===== config.mk =====
export PLATFORM = sky130hd
export DESIGN_NAME = tri_beat_link
export DESIGN_NICKNAME = d
export VERILOG_FILES = /design/src/rtl/tbl_pkg.sv /design/src/rtl/tbl_beat_tx.sv /design/src/rtl/tbl_beat_rx.sv /design/src/rtl/tri_beat_link.sv
export SDC_FILE = /design/constraint.sdc
export NUM_CORES = 1
export LEC_CHECK = 0
export ABC_CLOCK_PERIOD_IN_PS = 8900
export BUFFER_PORTS_ARGS = -buffer_cell sky130_fd_sc_hd__buf_2
export CAP_MARGIN = 10
export CORE_UTILIZATION = 45
export DETAILED_ROUTE_END_ITERATION = 10
export GPL_TIMING_DRIVEN = 0
export PLACE_DENSITY = 0.71
export SYNTH_ARGS = -nofsm -noshare
export SYNTH_HDL_FRONTEND = slang
export SYNTH_SLANG_ARGS = --single-unit

===== constraint.sdc =====
create_clock -name clk -period 8.9 [get_ports clk]
set_clock_uncertainty 0.2 [all_clocks]
set_input_delay 0.445 -clock clk [delete_from_list [all_inputs] [get_ports clk]]
set_output_delay 0.445 -clock clk [all_outputs]
set_load 0.03 [all_outputs]

===== src/rtl/tbl_pkg.sv =====
package tbl_pkg;
  localparam int LINK_BEATS   = 3;
  localparam int LINK_PIECE_W = 29;
endpackage


===== src/rtl/tbl_beat_tx.sv =====
module tbl_beat_tx #(
  parameter int BEATS   = tbl_pkg::LINK_BEATS,
  parameter int PIECE_W = tbl_pkg::LINK_PIECE_W
) (
  input  logic                       clk,
  input  logic                       rst,
  input  logic [BEATS*PIECE_W-1:0]   pay_i,
  input  logic                       valid_i,
  output logic                       ready_o,
  output logic [BEATS+PIECE_W-1:0]   word_o
);
  localparam int TAG_W  = BEATS;
  localparam int WORD_W = TAG_W + PIECE_W;
  localparam int IDX_W  = (BEATS > 1) ? $clog2(BEATS) : 1;

  logic [PIECE_W-1:0] slice_in [BEATS];
  logic [PIECE_W-1:0] hold [1:BEATS-1];
  logic               busy;
  logic [IDX_W-1:0]   idx;
  logic [IDX_W-1:0]   nxt;
  logic               at_last;
  logic               accept;

  genvar g;
  generate
    for (g = 0; g < BEATS; g++) begin : g_slice
      assign slice_in[g] = pay_i[g*PIECE_W +: PIECE_W];
    end
  endgenerate

  assign at_last = (idx == IDX_W'(BEATS-1));
  assign nxt     = idx + IDX_W'(1);
  assign ready_o = !busy || at_last;
  assign accept  = valid_i && ready_o;

  always_ff @(posedge clk) begin
    if (accept) begin
      for (int b = 1; b < BEATS; b++) hold[b] <= slice_in[b];
    end
  end

  always_ff @(posedge clk) begin
    if (rst) begin
      busy   <= 1'b0;
      idx    <= '0;
      word_o <= '0;
    end else if (accept) begin
      busy   <= 1'b1;
      idx    <= '0;
      word_o <= {TAG_W'(1), slice_in[0]};
    end else if (busy && !at_last) begin
      idx    <= nxt;
      word_o <= {TAG_W'(1) << nxt, hold[nxt]};
    end else begin
      busy   <= 1'b0;
      idx    <= '0;
      word_o <= WORD_W'(0);
    end
  end
endmodule


===== src/rtl/tbl_beat_rx.sv =====
module tbl_beat_rx #(
  parameter int BEATS   = tbl_pkg::LINK_BEATS,
  parameter int PIECE_W = tbl_pkg::LINK_PIECE_W
) (
  input  logic                       clk,
  input  logic                       rst,
  input  logic [BEATS+PIECE_W-1:0]   word_i,
  output logic [BEATS*PIECE_W-1:0]   pay_o,
  output logic                       frame_o,
  output logic                       err_o
);
  localparam int TAG_W  = BEATS;
  localparam int WORD_W = TAG_W + PIECE_W;
  localparam int PAY_W  = BEATS * PIECE_W;
  localparam int IDX_W  = (BEATS > 1) ? $clog2(BEATS) : 1;

  logic [TAG_W-1:0]   tag;
  logic [PIECE_W-1:0] piece;
  logic [IDX_W-1:0]   expect_q;
  logic [IDX_W-1:0]   expect_d;
  logic [IDX_W-1:0]   slot;
  logic [TAG_W-1:0]   want;
  logic               take;
  logic               done;
  logic               bad;
  logic [PIECE_W-1:0] parts [BEATS-1];
  logic [PAY_W-1:0]   full;

  assign tag   = word_i[WORD_W-1 -: TAG_W];
  assign piece = word_i[PIECE_W-1:0];
  assign want  = TAG_W'(1) << expect_q;

  always_comb begin
    take     = 1'b0;
    done     = 1'b0;
    bad      = 1'b0;
    slot     = expect_q;
    expect_d = expect_q;
    if (tag == want) begin
      take = 1'b1;
      if (expect_q == IDX_W'(BEATS-1)) begin
        done     = 1'b1;
        expect_d = '0;
      end else begin
        expect_d = expect_q + IDX_W'(1);
      end
    end else if (tag == '0 && expect_q == '0) begin
      expect_d = '0;
    end else begin
      bad = 1'b1;
      if (tag == TAG_W'(1)) begin
        take     = 1'b1;
        slot     = '0;
        expect_d = IDX_W'(1);
      end else begin
        expect_d = '0;
      end
    end
  end

  genvar g;
  generate
    for (g = 0; g < BEATS-1; g++) begin : g_full
      assign full[g*PIECE_W +: PIECE_W] = parts[g];
    end
  endgenerate
  assign full[PAY_W-1 -: PIECE_W] = piece;

  always_ff @(posedge clk) begin
    for (int b = 0; b < BEATS-1; b++) begin
      if (take && slot == IDX_W'(b)) parts[b] <= piece;
    end
  end

  always_ff @(posedge clk) begin
    if (rst) begin
      expect_q <= '0;
      frame_o  <= 1'b0;
      err_o    <= 1'b0;
      pay_o    <= '0;
    end else begin
      expect_q <= expect_d;
      frame_o  <= done;
      err_o    <= bad;
      if (done) pay_o <= full;
    end
  end
endmodule


===== src/rtl/tri_beat_link.sv =====
module tri_beat_link #(
  parameter int BEATS   = tbl_pkg::LINK_BEATS,
  parameter int PIECE_W = tbl_pkg::LINK_PIECE_W
) (
  input  logic                       clk,
  input  logic                       rst,
  input  logic [BEATS*PIECE_W-1:0]   tx_payload,
  input  logic                       tx_valid,
  output logic                       tx_ready,
  output logic [BEATS+PIECE_W-1:0]   link_out,
  input  logic [BEATS+PIECE_W-1:0]   link_in,
  output logic [BEATS*PIECE_W-1:0]   rx_payload,
  output logic                       rx_frame_valid,
  output logic                       rx_seq_error
);
  tbl_beat_tx #(.BEATS(BEATS), .PIECE_W(PIECE_W)) u_tx (
    .clk     (clk),
    .rst     (rst),
    .pay_i   (tx_payload),
    .valid_i (tx_valid),
    .ready_o (tx_ready),
    .word_o  (link_out)
  );

  tbl_beat_rx #(.BEATS(BEATS), .PIECE_W(PIECE_W)) u_rx (
    .clk     (clk),
    .rst     (rst),
    .word_i  (link_in),
    .pay_o   (rx_payload),
    .frame_o (rx_frame_valid),
    .err_o   (rx_seq_error)
  );
endmodule


==> metrics, run 1 <==
number of buffers created by CTS=26; dominant synthesized flop cell=dfxtp_1; CTS tree=built; minimum clock period=3599 ps; Psw=549.6 uW; status=finished clean; Multi-input gate area=2935 um2; power share of the combinational group=8.4%; full die area=20,990 um2; reg2reg setup slack=5550 ps; commonest cells in the netlist=nand2b_1 (174), dfxtp_1 (126), edfxtp_1 (116); I/O Pins=244; Post-synth EDFFs=116; DP HPWL=14,820 um; Peak Freq=277.9 MHz; clock sink total=242; top-count cell post-synth=nand2b_1; Setup Buffers After CTS=0; worst-margin pin slew=951.9 ps; number of synthesized register bits=242; CP Data Required Time=8260 ps; pre-CTS setup slack=5569 ps; Final Worst Setup Slack=5301 ps; Final Cycle Share=40.44%; setup violators final=0; initial antenna violation count=3; DR DRC count=0; H-Tree Level Count=1; Core Area=19,720 um2; wire length per cell=16.89 um; CP Max Fanout=10; Via density=4.770; detailed-route via count=6,535; Flop pwr share=48.9%; Reg-to-Reg Start=u_tx.idx[0]; hold endpoint=u_tx.word_o[20]; Fillers=1,473; Post-Synthesis Cells=703; Synth area leader=edfxtp_1; Net Sw Frac=22.07%; leakage power=0.005050 uW; vias in the first global route=6,702; worst hold path type=input port to flip-flop; clock power share=42.7%; synth unique cells=31; P_int=1941 uW; Reg area=6006 um2; Net Count, Synth=830; hold violation total from the final report=0; Post-Layout Cell Count=1,370; relative slew slack=36.39%; crit path capture type=primary output; Port Buffers=242; max cap viols=0; Final Net Count=1,210; HP Start=tx_payload[20]; PwrDens=195.7 nW/um2; critical path class=flip-flop to primary output; crit path DAT=2950 ps; Layout area overhead=38.55%; clk_lat worst skew=510 ps; Reg2Reg Depth=10; RSZ-0062 raised after global routing=no; GRT Util Overall=21.89%; post-route core utilization=64.56%; Inst Count DP=1,212; worst r2r dst=u_tx.hold[2][13]; die width=144.9 um; main area contributors after synthesis=edfxtp_1 (38%), dfxtp_1 (27%), nand2b_1 (12%); clk root buf=clkbuf_16; initial core utilization=46.60%; worst hold path depth=3; DR pass1 iterations=5; Power, Total=2491 uW; Congestion Overflow GR=0; synth warn=0; Final ANT Viol Nets=0; GPL Wtd Cong=0.7984; largest net degree at the start of global routing=33; Worst-path clk slew=60 ps; Post-Syn Area=9188 um2; Post-synth ARST share=0%; layout cells sized above 1=29.49%; fin. max-slew vios=0; Row Count=51; Peak VDD IR=0.1625 mV; clock tree buffer depth=3; Seq/Total Area, Yosys=65.37%; Initial DRC Count=315; Final TNS setup=0 ps; global-route wire length before repair=34,760 um; post-synth top area share=37.91%; syn_area_per_cell=13.07 um2; Total Wirelength=23,140 um; crit path launch type=flip-flop; Die Ht=144.9 um
==> cell usage in the layout, fill, tap and decap left out, types with 2 or more instances in the layout <==
cell / n
clkinv_1: 4
inv_1: 4
nand4_1: 2
xnor2_1: 3
mux2_2: 29
edfxtp_1: 116
dfxtp_1: 126
nor3_1: 2
nand2b_1: 174
buf_2: 243
buf_8: 4
a21oi_1: 30
ha_1: 5
buf_12: 2
clkbuf_16: 28
clkbuf_8: 4
clkbuf_1: 36
nand2_1: 32
buf_4: 5
dlygate4sd3_1: 108
nand3_1: 30
mux2i_1: 87
diode_2: 3
buf_1: 6
nor2_1: 3
clkinv_2: 2
==> per-layer routing <==
metal | wire [um] | track usage, % | vias up
met1 | 9639 | 26.85 | 3068
met2 | 11270 | 38.03 | 224
met5 | 0 | 0 | -
met4 | 863 | 8.643 | 0
li1 | - | - | 3184
met3 | 1366 | 4.014 | 59
==> timing repair <==
action | 4_1_cts | 5_1_grt
hold endpoints to repair | 140 | 0
resized for setup | 0 | 0
hold buffers | 108 | 0
==> sequential cells by signal (all words and copies together) (netlist names) <==
register and flops:
u_tx.hold 58, u_tx.word_o 32, u_rx.expect_q 2, u_rx.err_o 1, u_rx.frame_o 1, u_rx.parts 58, u_tx.busy 1, u_tx.idx 2
u_rx.pay_o 29, rx_payload 58
==> worst max-delay path by stage <==
| stage | startpoint | endpoint |
|---|---|---|
| floorplan | u_tx.idx[0] | u_tx.hold[1][0] |
| global placement | u_rx.expect_q[0] | u_rx.parts[0][21] |
| detailed placement | u_tx.idx[0] | u_tx.hold[1][28] |
| CTS | u_tx.idx[0] | tx_ready |
| global route | u_tx.idx[0] | tx_ready |
| finish | u_tx.idx[0] | tx_ready |
==> metrics by stage <==
step / instance area (um2) / hold WS, ps
finish: 12730 / 15.46
global route: 12730 / 20.55
CTS: 12720 / 0.01371
global placement: 10730 / 255.8
floorplan: 9188 / 290.6
detailed placement: 10790 / 258.2
==> kinds of logic after synthesis <==
family	Yosys count	share of synthesized area (%)
DFF	242	65.37
muxes	116	13.03
AOI/OAI and AO/OA	33	1.866
and+or+nand+nor	252	15.85
buffers and inverters	52	2.914
xor gates and xnor gates	3	0.2860
adders and majority gates	5	0.6809
==> critical path: stages, from the launching register on <==
cell and delay, ps:
dfxtp_1 410, buf_1 470, inv_1 130, ha_1 230, nor2b_1 120, clkbuf_1 240, clkinv_1 270, clkbuf_1 320
buf_2 260
==> power groups by stage <==
| stage | logic (uW) | registers (uW) | clock network [uW] |
|---|---|---|---|
| 2_1_floorplan | 76.0 | 1260 | 0 |
| 3_3_place_gp | 161 | 1240 | 0 |
| 5_1_grt | 225 | 1220 | 1130 |
| 3_5_place_dp | 168 | 1240 | 0 |
| 4_1_cts | 206 | 1220 | 1080 |
| 6_report | 209 | 1220 | 1060 |
==> layout make-up <==
type / count / area share [%]
Sequential cell: 242 / 47.18
Multi-Input combinational cell: 409 / 23.06
Timing Repair Buffer: 352 / 18.32
Clock buffer: 39 / 6.143
Tap cell: 265 / 2.605
Buffer: 46 / 1.926
Clock inverter: 8 / 0.5308
Inverter: 6 / 0.1769
Antenna cell: 3 / 0.05897
No activity file was read; power rests on OpenSTA's default activity.
==> run 2, diff against run 1 <==
--- a/config.mk
+++ b/config.mk
@@ -5,13 +5,13 @@
 export SDC_FILE = /design/constraint.sdc
 export NUM_CORES = 1
 export LEC_CHECK = 0
-export ABC_CLOCK_PERIOD_IN_PS = 8900
+export ABC_CLOCK_PERIOD_IN_PS = 3300
 export BUFFER_PORTS_ARGS = -buffer_cell sky130_fd_sc_hd__buf_2
 export CAP_MARGIN = 10
 export CORE_UTILIZATION = 45
 export DETAILED_ROUTE_END_ITERATION = 10
 export GPL_TIMING_DRIVEN = 0
-export PLACE_DENSITY = 0.71
+export PLACE_DENSITY = 0.74
 export SYNTH_ARGS = -nofsm -noshare
 export SYNTH_HDL_FRONTEND = slang
 export SYNTH_SLANG_ARGS = --single-unit
==> constraint.sdc (replaced) <==
create_clock -name clk -period 3.3 [get_ports clk]
set_clock_uncertainty 0.2 [all_clocks]
set_input_delay 0.165 -clock clk [delete_from_list [all_inputs] [get_ports clk]]
set_output_delay 0.165 -clock clk [all_outputs]
set_load 0.03 [all_outputs]
==> run 2 against run 1 <==
The run now ends with hold timing left. Clock-buffer cell count decreased by 3. Final area rose by 1.8%. Power increased to 2.7 times the previous value. Flip-flop and latch count stayed put. Hold slack worse by 24 ps. Worst setup slack worse by 5000 ps. Combinational power rose to 2.9 times the previous value.
==> metrics, run 2 (same netlist as run 1, synthesis figures left out) <==
Via density=4.897 (+2.7%); setup violators final=0 (unchanged); largest net degree at the start of global routing=21 (-36%); commonest non-fill, non-tap cell in the layout=buf_2; crit path DAT=2590 ps (-360 ps); crit path cell chain=buf_2 > inv_1 > ha_1 > nor2b_1 > clkbuf_1 > inv_2 > clkbuf_1 > buf_2; Reg area=6006 um2 (unchanged); area post-placement=10,810 um2 (+0.19%); relative slew slack=56.91% (+21 points); Die Ht=144.9 um (unchanged); Port Buffers=242 (unchanged); power share of the combinational group=9.0% (+0.6 points); initial core utilization=46.60% (unchanged); vias in the first global route=7,011 (+4.6%); worst hold path depth=2 (-1); number of buffers created by CTS=25 (-3.8%); Final Cycle Share=89.47%; Reg2Reg Depth=10 (unchanged); Flop pwr share=48.8% (about the same); DP HPWL=14,760 um (-0.45%); met1 Usage GRT=27.67% (+0.82 points); Peak VDD IR=0.4241 mV (+160%); Row Count=51 (unchanged); H-Tree Level Count=1 (unchanged); HP Start=rst; leakage power=0.005161 uW (+2.2%); minimum clock period=2952 ps; initial antenna violation count=0 (-3); max cap viols=0 (unchanged); Final Worst Setup Slack=347.7 ps (-4953 ps); Peak Freq=338.7 MHz; critical path class=flip-flop to primary output; Layout area overhead=41.06%; I/O Pins=244 (unchanged); full die area=20,990 um2 (unchanged); Worst-path clk slew=60 ps (about the same); global-route wire length before repair=37,690 um (+8.4%); Worst path max stage delay=410 ps (-60 ps); Total Wirelength=24,980 um (+8.0%); wire length per cell=17.97 um (+6.4%); GRT Util Overall=23.83% (+1.9 points); crit path capture type=primary output; worst r2r dst=u_tx.hold[2][4]; Inst Count DP=1,212 (unchanged); crit path launch type=flip-flop; Final ANT Viol Nets=0 (unchanged); Fillers=1,401 (-4.9%); status=complete, but fails checks; fin. max-slew vios=0 (unchanged); failing checks=hold timing; Design Area, Final=12,960 um2 (+1.8%); clock tree buffer depth=3 (unchanged); worst hold margin=-8.764 ps (-24.22 ps); PwrDens=520.3 nW/um2 (+170%); hold violation total from the final report=2 (+2); clk root buf=clkbuf_16; CTS tree=built; detailed-route via count=6,807 (+4.2%); reg2reg setup slack=360 ps (-5190 ps); Multi-input gate area=2938 um2 (about the same); P_int=5246 uW (+170%); Net Sw Frac=22.20% (+0.14 points); clock sink total=242 (unchanged); met3 usage=5.232% (+1.2 points); worst hold path type=input port to flip-flop; Initial DRC Count=374 (+19%); grt met2 use=42.18% (+4.1 points); CP Max Fanout=10 (unchanged); gr busiest metal=met2; # diodes=0 (-3); GPL Wtd Cong=0.7955 (-0.36%); die width=144.9 um (unchanged); Critical-path top delay cell=dfxtp_1; Post-Layout Cell Count=1,390 (+1.5%); post-route core utilization=65.73% (+1.2 points); Congestion Overflow GR=0 (unchanged); Reg-to-Reg Start=u_tx.idx[0]; DR DRC count=0 (unchanged); worst-margin pin slew=646.4 ps (-305.4 ps); DR pass1 iterations=4 (-1); most frequent cells in the layout=buf_2 (244), nand2b_1 (174), dfxtp_1 (126); CP Data Required Time=2930 ps (-5330 ps); RSZ-0062 raised after global routing=no; hold endpoint=u_tx.idx[0]; Psw=1497 uW (+170%); layout cells sized above 1=30.31% (+0.82 points); Final Net Count=1,234 (+2.0%); clk_lat worst skew=510 ps (about the same); clock power share=42.2% (-0.5 points); Core Area=19,720 um2 (unchanged); pre-CTS setup slack=-663.1 ps (-6232 ps)
[run 2: how the worst max path moves through the flow]
stage	from	to	slack [ps]	cells past startpoint
after floorplan	u_tx.idx[0]	u_tx.hold[1][0]	60	9
after global placement	u_rx.expect_q[0]	u_rx.parts[0][28]	-1020	5
after detailed placement	u_tx.idx[0]	u_tx.hold[1][25]	-660	9
after CTS	u_tx.idx[0]	u_tx.hold[1][8]	70	10
after global routing	u_tx.idx[0]	tx_ready	180	8
final	u_tx.idx[0]	tx_ready	350	8
[run 2: routing by layer]
layer / wire length, um / vias up
met5: 0 / -
met4: 1069 / 0
met3: 1757 / 78
met2: 12400 / 284
met1: 9751 / 3216
li1: - / 3229
[run 2: power groups by stage]
stage	clock network [uW]	registers (uW)	logic [uW]
2_1_floorplan	0	3400	206
3_3_place_gp	0	3350	433
3_5_place_dp	0	3350	453
4_1_cts	2870	3280	587
5_1_grt	3010	3300	649
6_report	2850	3290	605
[run 2: final cells by class]
cell class	count	share of cell area, %
flip-flops and latches	242	46.34
multi-input cells	409	22.67
repair buffers	374	19.75
clock buffers	36	5.686
well taps	265	2.558
plain buffers	46	1.902
clock inverters	9	0.7144
inverters	6	0.2027
repair inverters	3	0.1738
[run 2: stage by stage]
step | power [uW] | setup TNS, ps
floorplan | 3605 | 0
global placement | 3782 | -80860
detailed placement | 3804 | -38360
CTS | 6742 | 0
global route | 6958 | 0
finish | 6744 | 0
[run 2: critical path: cells and delay by family, from the launching register on]
kind	cells	cell delay (ps)
flip-flops	1	410
buffers and inverters	6	1360
AND/OR/NAND/NOR	1	100
adder cells (fa/ha/maj)	1	200
[run 2: repair_timing]
action	in CTS	in global routing
gates resized for setup	3	2
setup endpoints to repair	58	59
endpoints found under the hold margin	188	1
gates cloned	3	0
hold buffers	121	1
setup buffers	8	0
==> run 3, diff against run 2 <==
--- a/config.mk
+++ b/config.mk
@@ -5,13 +5,14 @@
 export SDC_FILE = /design/constraint.sdc
 export NUM_CORES = 1
 export LEC_CHECK = 0
+export ABC_AREA = 1
 export ABC_CLOCK_PERIOD_IN_PS = 3300
 export BUFFER_PORTS_ARGS = -buffer_cell sky130_fd_sc_hd__buf_2
 export CAP_MARGIN = 10
 export CORE_UTILIZATION = 45
 export DETAILED_ROUTE_END_ITERATION = 10
 export GPL_TIMING_DRIVEN = 0
-export PLACE_DENSITY = 0.74
+export PLACE_DENSITY = 0.73
 export SYNTH_ARGS = -nofsm -noshare
 export SYNTH_HDL_FRONTEND = slang
 export SYNTH_SLANG_ARGS = --single-unit
==> run 3 against run 2 <==
The flow now finishes without violations. Clock power increased by 3%. Cell count up 30%. Largest cell class unchanged. Global-route usage down 0.066 points. Routed wire length rose by 6.1%.
==> metrics, run 3 <==
Synth area leader=edfxtp_1; RSZ-0062 raised after global routing=no; crit path launch type=flip-flop; Worst path max stage delay=760 ps (+350 ps); Final Net Count=1,633 (+32%); Port Buffers=241 (-0.41%); worst setup path startpoint=u_rx.expect_q[0]; Post-synth EDFFs=116 (unchanged); post-synth top area share=35.86% (-2.1 points); CP Data Required Time=3240 ps (+310 ps); largest net degree at the start of global routing=68 (+220%); GPL Wtd Cong=0.8463 (+6.4%); Net Count, Synth=1,242 (+50%); Fillers=1,660 (+18%); Seq/Total Area, Yosys=61.83% (-3.5 points); max cap viols=0 (unchanged); clock tree buffer depth=3 (unchanged); DP HPWL=16,730 um (+13%); worst hold path type=input port to flip-flop; Peak Freq=323.9 MHz (-4.4%); Congestion Overflow GR=0 (unchanged); Post-Syn Area=9713 um2 (+5.7%); initial antenna violation count=0 (unchanged); minimum clock period=3088 ps (+135.3 ps); commonest cells in the netlist=inv_1 (272), nand2_1 (217), nor2_1 (156); Row Count=53 (+3.9%); post-route core utilization=63.51% (-2.2 points); synth warn=0 (unchanged); H-Tree Level Count=1 (unchanged); commonest non-fill, non-tap cell in the layout=inv_1; status=finished clean; vias in the first global route=8,290 (+18%); CP Max Fanout=29 (+19); Core Area=21,090 um2 (+6.9%); fin. max-slew vios=0 (unchanged); Final ANT Viol Nets=0 (unchanged); clk_lat worst skew=520 ps (about the same); setup violators final=0 (unchanged); layout cells sized above 1=20.71% (-9.6 points); number of synthesized register bits=242 (unchanged); Initial DRC Count=554 (+48%); relative slew slack=37.98% (-19 points); Reg2Reg Depth=8 (-2); GRT Util Overall=23.77% (-0.066 points); hold violation total from the final report=0 (-2); Post-synth ARST share=0% (unchanged); number of buffers created by CTS=26 (+4.0%); worst setup path end=u_rx.parts[0][53]; most frequent cells in the layout=inv_1 (272), buf_2 (261), nand2_1 (217); # diodes=0 (unchanged); Peak VDD IR=0.3592 mV (-15%); reg2reg setup slack=210 ps (-150 ps); clock sink total=242 (unchanged); clk root buf=clkbuf_16; DR DRC count=0 (unchanged); crit path cell chain=inv_1 > ha_1 > nand2_1 > nand2_1 > nor2_4 > clkbuf_4 > nand3_1 > nor2_4; Post-Layout Cell Count=1,801 (+30%); Layout area overhead=37.88%; Final TNS setup=0 ps (unchanged); synth unique cells=22 (-29%); crit path capture type=flip-flop; DR pass1 iterations=5 (+1); main area contributors after synthesis=edfxtp_1 (36%), dfxtp_1 (26%), inv_1 (11%); critical path class=flip-flop to flip-flop; Die Ht=148.9 um (+2.8%); Worst-path clk slew=60 ps (about the same); Setup Buffers After CTS=0 (-8); Inst Count DP=1,632 (+35%); I/O Pins=244 (unchanged); Reg-to-Reg Start=u_rx.expect_q[0]; crit path DAT=3030 ps (+440 ps); Total Wirelength=26,500 um (+6.1%); PwrDens=511.8 nW/um2 (-1.6%); die width=148.9 um (+2.8%); full die area=22,180 um2 (+5.6%); Final Cycle Share=93.57% (+4.1 points); CTS tree=built; Via density=4.720 (-3.6%); Post-Synthesis Cells=1,115 (+59%); worst r2r dst=u_rx.parts[0][53]; detailed-route via count=8,501 (+25%); worst-margin pin slew=928.1 ps (+281.7 ps); top-count cell post-synth=inv_1; dominant synthesized flop cell=dfxtp_1; wire length per cell=14.71 um (-18%); syn_area_per_cell=8.711 um2 (-33%); initial core utilization=46.06% (-0.54 points); leakage power=0.006439 uW (+25%); Reg area=6006 um2 (unchanged); Multi-input gate area=2405 um2 (-18%); Critical-path top delay cell=nor2_4; global-route wire length before repair=41,340 um (+9.7%)
[run 3: logic make-up after synthesis]
logic type               after synthesis  synth area share [%]
AND/OR/NAND/NOR                      468                 20.69
buffers and inverters                338                 13.60
flip-flops                           242                 61.83
AO/OA/AOI/OAI                         61                 3.143
adder cells (fa/ha/maj)                5                0.6441
XOR/XNOR                               1               0.09019
[run 3: routing by layer]
layer / part of all wire [%] / up-vias / track usage [%]
met5: 0 / - / 0
met3: 8.5 / 64 / 5.138
li1: - / 4195 / -
met1: 40 / 3880 / 27.80
met2: 49 / 362 / 42.60
met4: 3.1 / 0 / 8.520
[run 3: metrics by stage]
step / setup WS, ps / total power, uW / hold slack [ps] / area (um2)
6_report: 212.3 / 6854 / 160.2 / 13390
4_1_cts: 150.3 / 6866 / 141.3 / 13390
3_5_place_dp: 160.5 / 3839 / 143.1 / 11310
3_3_place_gp: -956.7 / 3818 / 142.4 / 11260
2_1_floorplan: 104.2 / 3631 / 63.87 / 9714
5_1_grt: 7.447 / 7095 / 145.5 / 13390
[run 3: worst min-delay path by stage]
stage | to | depth (start not counted) | slack (ps) | startpoint
final | u_tx.hold[2][22] | 2 | 160 | tx_payload[80]
after global routing | u_tx.hold[1][12] | 2 | 150 | tx_payload[41]
after CTS | u_tx.hold[2][7] | 2 | 140 | tx_payload[65]
after detailed placement | u_tx.hold[2][7] | 1 | 140 | tx_payload[65]
after global placement | u_tx.hold[1][4] | 1 | 140 | tx_payload[33]
after floorplan | u_rx.parts[0][0] | 0 | 60 | link_in[0]
[run 3: repair_timing]
action,in CTS,in global routing
gates resized for setup,0,1
setup endpoints to repair,0,29
hold endpoints to repair,179,0
hold buffers,121,0
[run 3: critical path, delay by kind of cell, from the launching register on]
kind,cells,cell delay [ps]
buffers and inverters,2,400
DFF,1,410
adders and majority gates,1,280
and+or+nand+nor,5,1400
[run 3: area by class of cell]
type,instances,area share (%)
Clock inverter,9,0.7100
Buffer,63,2.205
Timing Repair Buffer,363,18.25
Clock buffer,39,5.755
Inverter,275,7.707
Multi-Input combinational cell,535,17.96
Tap cell,275,2.569
Sequential cell,242,44.84
[run 3: power breakdown]
group,leakage [uW],total [uW],internal (uW),switching (uW)
registers,0.00211,3290,3260,29.3
logic,0.00390,625,247,377
clock network,0.000433,2940,1760,1180
total,0.00644,6850,5270,1580
